--- src/rtl/step_clock_gen.sv ---
module step_clock_gen #(
  parameter int SYS_HZ     = 50_000_000,
  parameter int DEB_CYCLES = 1000
) (
  input  logic       clk,
  input  logic       rst_n,
  input  logic [1:0] mode,
  input  logic [2:0] rate,
  input  logic       inhibit,
  input  logic       step_n,
  input  logic       trig,
  input  logic       par_in,
  output logic       tick,
  output logic       par_out
);
  localparam int CW = $clog2(SYS_HZ + 1);
  localparam int DW = $clog2(DEB_CYCLES + 1);
  localparam logic [1:0] M_FREE = 2'd0, M_STEP = 2'd1, M_EXT = 2'd2;

  function automatic logic [CW-1:0] period(input logic [2:0] r);
    case (r)
      3'd0:    return CW'(SYS_HZ);
      3'd1:    return CW'(SYS_HZ / 2);
      3'd2:    return CW'(SYS_HZ / 5);
      3'd3:    return CW'(SYS_HZ / 50);
      3'd4:    return CW'(SYS_HZ / 100);
      3'd5:    return CW'(SYS_HZ / 1000);
      3'd6:    return CW'(SYS_HZ / 10000);
      default: return '0;
    endcase
  endfunction

  logic [4:0]    sel_q;
  logic [1:0]    inh_sy, step_sy;
  logic [2:0]    trig_sy, par_sy;
  logic [CW-1:0] cnt;
  logic [DW-1:0] deb_cnt;
  logic          deb_lvl;
  logic          fire;

  wire [CW-1:0] div      = period(rate);
  wire          chg      = {mode, rate} != sel_q;
  wire          inh      = inh_sy[1];
  wire          t_fall   = trig_sy[2] & ~trig_sy[1];
  wire          p_rise   = par_sy[1] & ~par_sy[2];
  wire          deb_flip = (step_sy[1] != deb_lvl) && (deb_cnt == DW'(DEB_CYCLES - 1));
  wire          press    = deb_flip & deb_lvl;
  wire          wrap     = (div != '0) && (cnt == div - CW'(1));

  always_comb begin
    case (mode)
      M_FREE:  fire = wrap;
      M_STEP:  fire = press;
      M_EXT:   fire = t_fall;
      default: fire = p_rise;
    endcase
  end

  always_ff @(posedge clk or negedge rst_n) begin
    if (!rst_n) begin
      sel_q   <= '0;
      inh_sy  <= '0;
      step_sy <= '1;
      trig_sy <= '1;
      par_sy  <= '0;
      cnt     <= '0;
      deb_cnt <= '0;
      deb_lvl <= 1'b1;
      tick    <= 1'b0;
    end else begin
      sel_q   <= {mode, rate};
      inh_sy  <= {inh_sy[0], inhibit};
      step_sy <= {step_sy[0], step_n};
      trig_sy <= {trig_sy[1:0], trig};
      par_sy  <= {par_sy[1:0], par_in};

      if (chg || inh || mode != M_FREE || div == '0 || wrap) cnt <= '0;
      else cnt <= cnt + CW'(1);

      if (step_sy[1] == deb_lvl) deb_cnt <= '0;
      else if (deb_flip) begin
        deb_lvl <= step_sy[1];
        deb_cnt <= '0;
      end else deb_cnt <= deb_cnt + DW'(1);

      tick <= fire & ~inh & ~chg;
    end
  end

  assign par_out = tick;
endmodule

--- config.mk ---
export PLATFORM = sky130hd
export DESIGN_NAME = step_clock_gen
export DESIGN_NICKNAME = d
export VERILOG_FILES = /design/src/rtl/step_clock_gen.sv
export SDC_FILE = /design/constraint.sdc
export NUM_CORES = 1
export LEC_CHECK = 0
export ABC_AREA = 1
export CELL_PAD_IN_SITES_DETAIL_PLACEMENT = 0
export CELL_PAD_IN_SITES_GLOBAL_PLACEMENT = 1
export CORE_MARGIN = 5
export CORE_UTILIZATION = 45
export CTS_BUF_LIST = sky130_fd_sc_hd__clkbuf_16
export DETAILED_ROUTE_END_ITERATION = 16
export GPL_TIMING_DRIVEN = 0
export PLACE_DENSITY = 0.8
export SYNTH_ARGS = -nofsm -noshare
export SYNTH_HDL_FRONTEND = slang
export SYNTH_SLANG_ARGS = --single-unit
--- constraint.sdc ---
create_clock -name clk -period 2.5 [get_ports clk]
set_input_delay 0.25 -clock clk [delete_from_list [all_inputs] [get_ports clk]]
set_output_delay 0.25 -clock clk [all_outputs]
set_load 0.01 [all_outputs]
### Word-level counts from Yosys, hierarchy flattened

Index checks and enable logic that the tools add are counted.

| cells by class | value |
|---|---|
| add/sub/neg operators | 3 |
| reduce and logical (&&, ||, !) cells | 12 |
| equal/unequal tests | 13 |
| bitwise logic cells | 10 |
| muxes and demuxes | 5 |

Operators with widths:

| cell | number |
|---|---|
| one-hot mux 26 bit (7 select lines) | 1 |
| adder 26 x 1 -> 26 bit (second input constant) | 1 |
| == test 26 bit | 1 |
| zero test 26 bit | 1 |
| two-way mux 26 bit | 1 |
| nonzero test 26 bit | 1 |
| subtractor 26 x 1 -> 26 bit (second input constant) | 1 |
| two-way mux 10 bit | 2 |
| adder 10 x 1 -> 10 bit (second input constant) | 1 |
| == test 10 bit (second input constant) | 1 |
| == test 3 bit (second input constant) | 3 |
| == test 3 x 2 -> 1 bit (second input constant) | 2 |
| bitwise AND 1 bit | 5 |
| != test 5 bit | 1 |
| inverter 1 bit | 5 |
| logical OR 1 bit | 4 |
| == test 3 x 1 -> 1 bit (second input constant) | 1 |
| zero test 3 bit | 1 |
| one-hot mux 1 bit (3 select lines) | 1 |
| == test 2 x 1 -> 1 bit (second input constant) | 1 |
| == test 2 bit (second input constant) | 1 |
| logical AND 1 bit | 2 |
| zero test 2 bit | 1 |
| AND reduction 2 bit | 1 |
| other kinds (3) | 3 |

| storage, ports and cells | value |
|---|---|
| input bits | 11 |
| logic and storage cells | 52 |
| bits in registers | 53 |
| output and inout port bits | 2 |

### Logic depth before layout (Yosys ltp)

Gate-level depths: netlist of run 1.

| depth | value |
|---|---|
| depth in word-level cells | 8 |
| gate-level depth with buffers | 21 |
| mapped depth without buffers | 18 |

### Worst setup path before layout of run 1

No wires, ideal clock.

| timing | value |
|---|---|
| path kind | input -> register |
| start point | input rate[2] |
| end point | register cnt[18] |
| required time | 2.379 ns |
| buffers on the path | 4 |
| setup time | 0.121 ns |
| stages on the path | 19 |
| path slack | 0.254 ns |
| arrival | 2.125 ns |
| cell sequence | buf_2 -> nand2_1 -> inv_1 -> nand2_1 -> ha_1 -> buf_2 -> nand2_2 -> nand2_2 -> buf_4 -> nand2_1 -> o21bai_1 -> nand2_1 -> nor2_1 -> nand3_1 -> nor2_1 -> nand3_1 -> nand2_2 -> buf_6 -> nor2_1 |

| between the ends | value |
|---|---|
| word-level cells in the longest chain between the ends | 7 |
| elaborated cells between the ends (all ways) | 19 |
| those cells by class | 1 x add/sub; 8 x eq/ne; 2 x mux; 8 x reduce/logical |

Ends and longest elaborated chain:

| element | line | source |
|---|---|---|
| start, declared | 8 | `input logic [2:0] rate,` |
| == test 3 bit (tied with other cells) | 21 | `case (r)` |
| one-hot mux 26 bit (7 select lines) | 21 |  |
| subtractor 26 x 1 -> 26 bit | 48 | `wire wrap = (div != '0) && (cnt == div - CW'(1));` |
| == test 26 bit | 48 |  |
| logical AND 1 bit | 48 |  |
| logical OR 1 bit (*) | 77 | `if (chg \|\| inh \|\| mode != M_FREE \|\| div == '0 \|\| wrap) cnt <= '0;` |
| two-way mux 26 bit (*) | 77 |  |
| end signal, assigned | 78 | `else cnt <= cnt + CW'(1);` |
| end, declared | 36 | `logic [CW-1:0] cnt;` |

Mark *: on every way between the ends. The rest lies on a longest branch, timed or not.
A chain may end at the register's enable or synchronous reset.

### Worst setup path after layout of run 1

| timing | value |
|---|---|
| start point | input rate[2] |
| end point | register cnt[5] |

Same word-level chain as after synthesis.

==> metrics, run 1 <==
Starting Density 46.2%; GR Overflow Total 0; Die X 96.1 um; CORE AREA 7210 um2; Slew HR 66.5%; CP delay by family, top buffers and inverters; status completed; PwrDens 479 nW/um2; htree depth 2; DR vias 3018; initial antenna violation count 0; post-layout worst setup margin 138 ps; fin. max-slew vios 0; area leader, netlist dfrtp_1; Post-Syn Area per Cell 7.21 um2; Die H 96.1 um; top-area cell type share of the netlist area 35.3%; CP Launch Type input pin; initial drt markers 135; top post-synthesis cells by area dfrtp_1 (35%), nand2_1 (13%), nor2_1 (8.4%); crit-path cells clkdlybuf4s15_1 > buf_6 > nand2_4 > inv_2 > nand2_4 > ha_4 > buf_12 > buf_4 > o22ai_1 > inv_1 > nand3_1 > nand3_1 > nor2_1 > nand3_1 > nor2_1 > nand3_2 > nand2_4 > bufbuf_16 > nor2_1; Yosys warnings 0; vias in the first global route 2970; DP HPWL 6250 um; final setup vio count 0; Worst Path Arrival 2540 ps; CTS tree built; top cells by count, synth nand2_1 (111), nor2_1 (75), inv_1 (53); Fmax achieved 0.423 GHz; sequential element share of the synthesized area 40.0%; drt wl/cell 13.8 um; Clock transition at path regs 70 ps; number of max-cap violations 0; DRT Pass-1 Iters 4; crit path max-delay cell type bufbuf_16; clock root cell clkbuf_16; Clock Sinks 53; leakage 1.83 nW; Die ar. 9230 um2; RD Place Congestion 0.927; synthesis-stage register bit count 53; post-synth cell types 32; Power Total 1.93 mW; Layout fillers 745; area added between synthesis and finish 21.2%; Crit. End Element flip-flop; Worst path max stage delay 260 ps; GRT Overall Usage 19.7%; clock latency on the worst-skew pair 280 ps; Worst EP required 2680 ps; Buffers & Inverters on Critical Path 7; Vias/cell 5.06; first-pass GRT wire length 14100 um; DR DRC count 0; Hold Crit Class in2reg; I/O Pins 13; Detailed Route WL 8200 um; crit path max fanout 8; worst vdd ir 0.420 mV; EDFF count, synth 0; Max clock buf depth 2; final net count 514; DP Worst Slack -859 ps; fin util 56.0%; final-report hold violation count 0; period utilisation layout 94.5%; post-route minimum period 2360 ps; Worst Skew 4.04 ps; most frequent cell after synthesis nand2_1; CTS buffer count 5; Worst Tran Pin Value 498 ps; Std-Cell Rows 31; Synth Instances 462; pin count of the biggest net entering global routing 31; WHS 206 ps; r2r setup slk 190 ps; share of layout cells above drive strength 1 13.7%; Final Cell Area 4040 um2; Main synth FF type dfrtp_1; critical path class in2reg; Antenna Cells 0; DRT antenna net count 0; placed cell area 3590 um2; Net Count, Synth 480; Syn Std Cell Area 3330 um2; Buffers on Ports 12; async set-reset flop share out of synthesis 100%
==> layer usage <==
| metal | vias up | share of wire, % | GRT usage (%) |
|---|---|---|---|
| met3 | 8 | 3.3 | 1.95 |
| li1 | 1546 | - | - |
| met1 | 1422 | 47 | 27.5 |
| met2 | 42 | 48 | 32.2 |
| met4 | 0 | 1.4 | 6.16 |
| met5 | - | 0 | 0 |
==> report_power, final <==
group | switching (mW) | internal (mW)
sequential | 0.00722 | 0.877
clock | 0.302 | 0.473
combinational | 0.170 | 0.104
total | 0.480 | 1.45
==> metrics by stage <==
| step | TNS [ps] | instances |
|---|---|---|
| after floorplan | 0 | 462 |
| after detailed placement | -21710 | 574 |
| final | 0 | 596 |
| after global routing | -63.9 | 596 |
| after global placement | -37990 | 573 |
| after CTS | 0 | 592 |
==> sequential cells by signal, summed over array words and instances, names as in the netlist <==
name / count
cnt: 26
deb_cnt: 10
sel_q: 5
par_sy: 3
trig_sy: 3
inh_sy: 2
step_sy: 2
deb_lvl: 1
par_out: 1
==> worst paths after layout <==
check	end	from	cells past startpoint
hold / removal	sel_q[1]	rate[1]	1
setup / recovery	cnt[5]	rate[2]	19
setup reg to reg	cnt[24]	cnt[0]	11
hold reg to reg	par_sy[1]	par_sy[0]	0
max in group asynchronous	cnt[25]	rst_n	3
min in group asynchronous	cnt[0]	rst_n	2
==> cell families (layout without fill, tap and decap cells) <==
group / after synthesis / in the layout / share of synthesized area (%)
simple gates: 277 / 277 / 36.4
buf+inv: 69 / 104 / 8.64
flops: 53 / 53 / 40.0
xor+xnor: 32 / 32 / 8.41
compound gates: 24 / 24 / 3.91
fa+ha+maj: 7 / 7 / 2.63
==> area by class of cell <==
cell class | count | area [um2] | area share (%)
Multi-Input combinational cell | 340 | 1810 | 44.7
Sequential cell | 53 | 1330 | 33.0
Timing Repair Buffer | 27 | 282 | 6.97
Inverter | 59 | 226 | 5.61
Clock buffer | 5 | 125 | 3.10
Tap cell | 99 | 124 | 3.07
Buffer | 10 | 98.8 | 2.45
Clock inverter | 3 | 42.5 | 1.05
==> timing repair <==
action                                  4_1_cts  5_1_grt
setup buffers                                 7        4
gates cloned                                  2        0
hold endpoints to repair                     17        0
endpoints found under the setup margin       27       27
pin swaps                                     5        9
hold buffers                                  1        0
gates resized for setup                      25       27
==> layout by cell type (no fill, tap or decap), types with 2 or more instances in the layout <==
cell type        count
inv_1               50
dfstp_2              6
nand3_1             42
buf_6                3
nor3b_1              2
buf_2                5
dfrtp_1             47
o21bai_1             2
nand3b_1             3
clkbuf_16            5
buf_4               10
xor2_1              26
a21oi_1              7
buf_12               3
clkdlybuf4s50_1      8
nor3_1              12
nor2_1              68
xnor2_1              6
nand4_1             17
inv_4                2
nor2_2               7
nor4_1               4
inv_2                7
ha_1                 6
nand2_2              2
o21ai_1              3
buf_8                3
o21ai_0             10
nand2_1            108
nand2_4              4
nand3_4              2
No activity file was read; power rests on OpenSTA's default activity.
==> inputs of run 2 (changes only) <==
CORE_UTILIZATION = 48   (was 45)
PLACE_DENSITY = 0.84   (was 0.8)
clock period = 3 ns   (was 2.5 ns; I/O delays follow)
==> run 2 against run 1 <==
  * Setup slack improved by 84 ps
  * Clock-buffer cell count did not move
  * Routed wire length fell by 5.9%
  * Sequential share of layout area rose by 2.3 points
  * Combinational power fell by 26%
  * Utilization fell by 0.11 points
  * Sequential power fell by 17%
  * Global-route usage fell by 0.27 points
  * Non-clock buffer count fell by 10
  * Sequential cell count did not move
==> metrics, run 2 (same netlist as run 1, synthesis figures left out) <==
Worst EP required 3180 ps (+500 ps); Top reg by flops cnt; max reg flops 26 (unchanged); CP dominant cell by count nand2_1; # hold bufs at CTS 0 (-1); share of layout cells above drive strength 1 9.24% (-4.4 points); fin. max-slew vios 0 (unchanged); area added between synthesis and finish 13.3%; status completed; DRT Pass-1 Iters 4 (unchanged); CTS tree built; CORE AREA 6760 um2 (-6.3%); register area 1330 um2 (unchanged); Std-Cell Rows 30 (-3.2%); DP HPWL 6130 um (-2.0%); number of max-cap violations 0 (unchanged); Starting Density 49.3% (+3.1 points); vias in the first global route 2830 (-4.7%); Vias/cell 5.24 (+3.5%); RD Place Congestion 0.943 (+1.8%); crit path max-delay cell type clkdlybuf4s50_1; DRT antenna net count 0 (unchanged); final net count 504 (-1.9%); Worst path max stage delay 440 ps (+180 ps); final-report hold violation count 0 (unchanged); leakage 1.72 nW (-6.2%); Clock transition at path regs 70 ps (about the same); Fmax achieved 0.360 GHz; Cells after DPL 555 (-3.3%); clock root cell clkbuf_16; Worst Skew 9.03 ps (+4.99 ps); period utilisation layout 92.6%; DR vias 2971 (-1.6%); Setup Total Neg Slack 0 ps (unchanged); Crit. End Element flip-flop; Regs by FF count cnt x26, deb_cnt x10, sel_q x5; Buffers on Ports 12 (unchanged); Layout fillers 674 (-9.5%); drt wl/cell 13.6 um (-1.1%); CP Launch Type input pin; crit-path cells clkdlybuf4s50_1 > buf_6 > nand2_1 > inv_2 > nand2_1 > ha_1 > buf_4 > nand2_4 > nand2_2 > buf_4 > nand2_1 > o21bai_1 > nand2_1 > nor2_1 > nand3_1 > nor2_1 > nand3_2 > nand2_4 > buf_6 > nor2_1; GR Overflow Total 0 (unchanged); most frequent cells in the layout nand2_1 (111), nor2_1 (74), inv_1 (51), dfrtp_1 (47), nand3_1 (43); Antenna Cells 0 (unchanged); area occupied by multi-input gates 1730 um2 (-4.4%); first-pass GRT wire length 13500 um (-4.1%); Die H 93.3 um (-2.8%); final setup vio count 0 (unchanged); I/O Pins 13 (unchanged); Slew HR 51.6% (-15 points); pin count of the biggest net entering global routing 33 (+6.5%); worst vdd ir 0.358 mV (-15%); DR DRC count 0 (unchanged); critical path class in2reg; Worst Tran Pin Value 726 ps (+228 ps); Clock Sinks 53 (unchanged); Hold Crit Class in2async; htree depth 2 (unchanged); Die ar. 8710 um2 (-5.6%); most common cell after layout, fill and taps aside nand2_1; GRT Overall Usage 19.4% (-0.27 points); Worst Path Arrival 2950 ps (+410 ps); initial antenna violation count 0 (unchanged); crit path max fanout 10 (+2); initial drt markers 144 (+6.7%); Max clock buf depth 2 (unchanged); clock latency on the worst-skew pair 290 ps (about the same); PwrDens 398 nW/um2 (-17%); Detailed Route WL 7710 um (-5.9%); post-route minimum period 2780 ps; Die X 93.3 um (-2.8%); Post-Layout Cell Count 567 (-4.9%); CTS buffer count 5 (unchanged)
==> run 2: changes by cell type in the layout (fill, tap and decap cells not counted), moves of 3 or more <==
cell and change:
nor2_1 +6, nor2_2 -6, buf_12 -3, buf_4 -3, buf_8 -3, nand2_1 +3
==> run 2: power by group <==
group / internal [mW] / switching [mW]
logic: 0.0717 / 0.130
registers: 0.731 / 0.00574
clock network: 0.311 / 0.253
==> run 2: critical path: cells and delay by family <==
kind | cells | cell delay [ps]
buf+inv | 6 | 1150
simple gates | 12 | 1170
compound gates | 1 | 170
fa+ha+maj | 1 | 150
==> run 2: final cells by class <==
type / count / share of cell area (%)
buffer: 10 / 1.99
timing repair buffer: 17 / 4.51
sequential: 53 / 35.3
clock inverter: 3 / 0.563
tap: 80 / 2.65
clock buffer: 5 / 3.31
multi-input combinational: 340 / 45.8
inverter: 59 / 5.87
==> run 2: stage by stage <==
step,utilization [%],hold slack (ps),power (mW),instance area [um2],setup slack (ps)
6_report,55.9,59.3,1.50,3770,221
5_1_grt,55.9,123,1.58,3770,-11.1
4_1_cts,55.3,80.4,1.52,3740,33.2
3_5_place_dp,52.9,340,0.948,3570,-419
3_3_place_gp,52.6,335,0.942,3550,-394
2_1_floorplan,-,4.41,0.879,3330,704
==> run 2: repair_timing <==
| action | 4_1_cts | 5_1_grt |
|---|---|---|
| endpoints found under the setup margin | 20 | 27 |
| pin swaps | 1 | 3 |
| setup buffers | 2 | 2 |
| gates resized for setup | 3 | 10 |
==> run 2: path summary, 6_finish.rpt <==
check | from | end | slack [ps] | depth (start not counted)
max | rate[2] | cnt[18] | 220 | 20
min | rst_n | cnt[4] | 60 | 1
max reg2reg | cnt[0] | cnt[24] | 670 | 11
min reg2reg | inh_sy[0] | inh_sy[1] | 350 | 0
max in group asynchronous | rst_n | cnt[14] | 2380 | 2
min in group clk | inh_sy[0] | inh_sy[1] | 350 | 0
==> run 2: per-layer routing <==
layer / up-vias / GRT usage [%] / routed length [um] / part of all wire [%]
met5: - / 0 / 0 / 0
li1: 1516 / - / - / -
met3: 12 / 2.41 / 263 / 3.4
met1: 1395 / 26.2 / 3720 / 48
met2: 48 / 32.0 / 3580 / 46
met4: 0 / 7.20 / 144 / 1.9
==> inputs of run 3 (changes only) <==
CORE_UTILIZATION = 50   (was 48)
CTS_BUF_LIST = sky130_fd_sc_hd__clkbuf_8   (was sky130_fd_sc_hd__clkbuf_16)
PLACE_DENSITY = 0.87   (was 0.84)
==> run 3 against run 2 <==
  * Die area decreased by 3.6%
  * Maximum frequency is 0.51% higher
  * Routed wire length shrank 0.74%
  * Utilization increased by 2.1 points
  * First-iteration DRC count is 24% higher
  * Clock power decreased by 14%
  * Power shrank 5.4%
  * Clock skew fell by 4.3 ps
  * Critical path depth stayed put
  * Sequential cell count is the same
  * Register-to-register slack got worse by 50 ps
==> metrics, run 3 (same netlist as run 1, synthesis figures left out) <==
status completed; first-pass GRT wire length 13500 um (-0.10%); crit path max fanout 10 (unchanged); Std-Cell Rows 29 (-3.3%); RSZ-0062 raised after global routing false; Worst Tran Pin Value 546 ps (-179 ps); critical path class in2reg; max reg flops 26 (unchanged); Layout fillers 640 (-5.0%); Clock Sinks 53 (unchanged); Worst Skew 4.71 ps (-4.32 ps); vias in the first global route 2889 (+2.1%); Clock transition at path regs 90 ps (+20 ps); most frequent cells in the layout nand2_1 (111), nor2_1 (74), inv_1 (51), dfrtp_1 (47), nand3_1 (43); Starting Density 51.9% (+2.6 points); crit path max-delay cell type clkdlybuf4s50_1; Fmax achieved 0.362 GHz (+0.51%); Cells after DPL 552 (-0.54%); Die H 91.6 um (-1.8%); Post-Layout Cell Count 562 (-0.88%); CP dominant cell by count nand2_1; DRT antenna net count 0 (unchanged); DRT Pass-1 Iters 5 (+1); period utilisation layout 92.2% (-0.47 points); GR Overflow Total 0 (unchanged); Die ar. 8400 um2 (-3.6%); Antenna Cells 0 (unchanged); I/O Pins 13 (unchanged); htree depth 2 (unchanged); PwrDens 381 nW/um2 (-4.1%); fin. max-slew vios 0 (unchanged); area added between synthesis and finish 11.8%; CTS buffer count 5 (unchanged); Hold Crit Class in2reg; clock root cell clkbuf_8; CORE AREA 6420 um2 (-4.9%); worst vdd ir 0.295 mV (-18%); CP Launch Type input pin; most common cell after layout, fill and taps aside nand2_1; crit-path cells clkdlybuf4s50_1 > clkbuf_4 > nand2_1 > inv_2 > nand2_1 > ha_1 > buf_4 > nand3_2 > inv_1 > nand3_1 > nand2_1 > nand2_1 > inv_2 > nor2_1 > nand3_1 > nor2_1 > nand3_2 > nand2_4 > buf_6 > nor2_1; clock latency on the worst-skew pair 300 ps (about the same); share of layout cells above drive strength 1 8.66% (-0.58 points); Slew HR 63.6% (+12 points); Detailed Route WL 7660 um (-0.74%); DR DRC count 0 (unchanged); GRT Overall Usage 19.8% (+0.41 points); Worst path max stage delay 480 ps (+40 ps); Vias/cell 5.34 (+1.9%); CTS tree built; drt wl/cell 13.6 um (+0.14%); DP Worst Slack -381 ps (+37.8 ps); post-route minimum period 2760 ps (-14.1 ps); Top reg by flops cnt; post-layout worst setup margin 235 ps (+14.1 ps); final setup vio count 0 (unchanged); DR vias 3002 (+1.0%); Buffers on Ports 12 (unchanged); DP HPWL 6090 um (-0.73%); pin count of the biggest net entering global routing 33 (unchanged); number of max-cap violations 0 (unchanged); Die X 91.6 um (-1.8%); initial antenna violation count 0 (unchanged); initial drt markers 179 (+24%); Power Total 1.42 mW (-5.4%); area occupied by multi-input gates 1730 um2 (unchanged); register area 1330 um2 (unchanged); Max clock buf depth 2 (unchanged); RD Place Congestion 0.985 (+4.4%); Worst EP required 3200 ps (+20 ps); Regs by FF count cnt x26, deb_cnt x10, sel_q x5; leakage 1.71 nW (-0.82%); final-report hold violation count 0 (unchanged); Worst Path Arrival 2960 ps (about the same); final net count 503 (-0.20%); Crit. End Element flip-flop
## run 3: changes by cell type in the layout (fill, tap and decap cells not counted), sizes merged
cell / change
dlygate4sd3: +1
buf: -3
dlygate4sd2: -1
clkinv: -1
bufinv: +1
dlymetal6s2s: +1
clkbuf: +1
clkinvlp: -1
## run 3: power breakdown
part | internal, mW | switching (mW)
Sequential | 0.730 | 0.00574
Combinational | 0.0711 | 0.131
Clock | 0.247 | 0.234
## run 3: what timing repair did
item,CTS,global route
gates cloned,0,0
setup endpoints to repair,20,27
pin swaps,0,1
buffers inserted,0,2
hold endpoints to repair,21,0
hold buffers,1,0
resized for setup,2,10
## run 3: final cells by class
class                           count  share of cell area [%]
Multi-Input combinational cell    340                    46.4
Sequential cell                    53                    35.8
Inverter                           59                    5.95
Timing Repair Buffer               16                    4.33
Tap cell                           77                    2.59
Buffer                             10                    2.02
Clock buffer                        5                    1.85
Clock inverter                      2                    1.04
## run 3: layer usage
layer	vias up	global-route usage (%)	share of wire, %
li1	1513	-	-
met5	-	0	0
met1	1392	27.8	47
met2	87	31.6	46
met4	0	6.41	1.5
met3	10	3.03	5.2
## run 3: through the flow
step / setup TNS (ps) / area [um2] / hold WS [ps] / util [%]
after floorplan: 0 / 3330 / 4.41 / -
after global placement: -8790 / 3550 / 334 / 55.3
after detailed placement: -8530 / 3560 / 311 / 55.5
after CTS: 0 / 3680 / 359 / 57.4
after global routing: 0 / 3720 / 299 / 58.0
final: 0 / 3720 / 313 / 58.0
## run 3: worst paths after layout
kind                                start         to  slack [ps]  cells past startpoint
max in group asynchronous           rst_n    deb_lvl        1890                      3
worst max-delay path              rate[2]    cnt[11]         240                     20
worst max register to register     cnt[0]    cnt[24]         620                     11
worst min-delay path              rate[1]   sel_q[1]         310                      1
min in group asynchronous           rst_n     cnt[0]         490                      2
worst min register to register  par_sy[0]  par_sy[1]         360                      0
## run 3: critical path, delay by kind of cell
kind,cells,cell delay [ps]
buffers and inverters,7,1240
and+or+nand+nor,12,1200
adders and majority gates,1,180
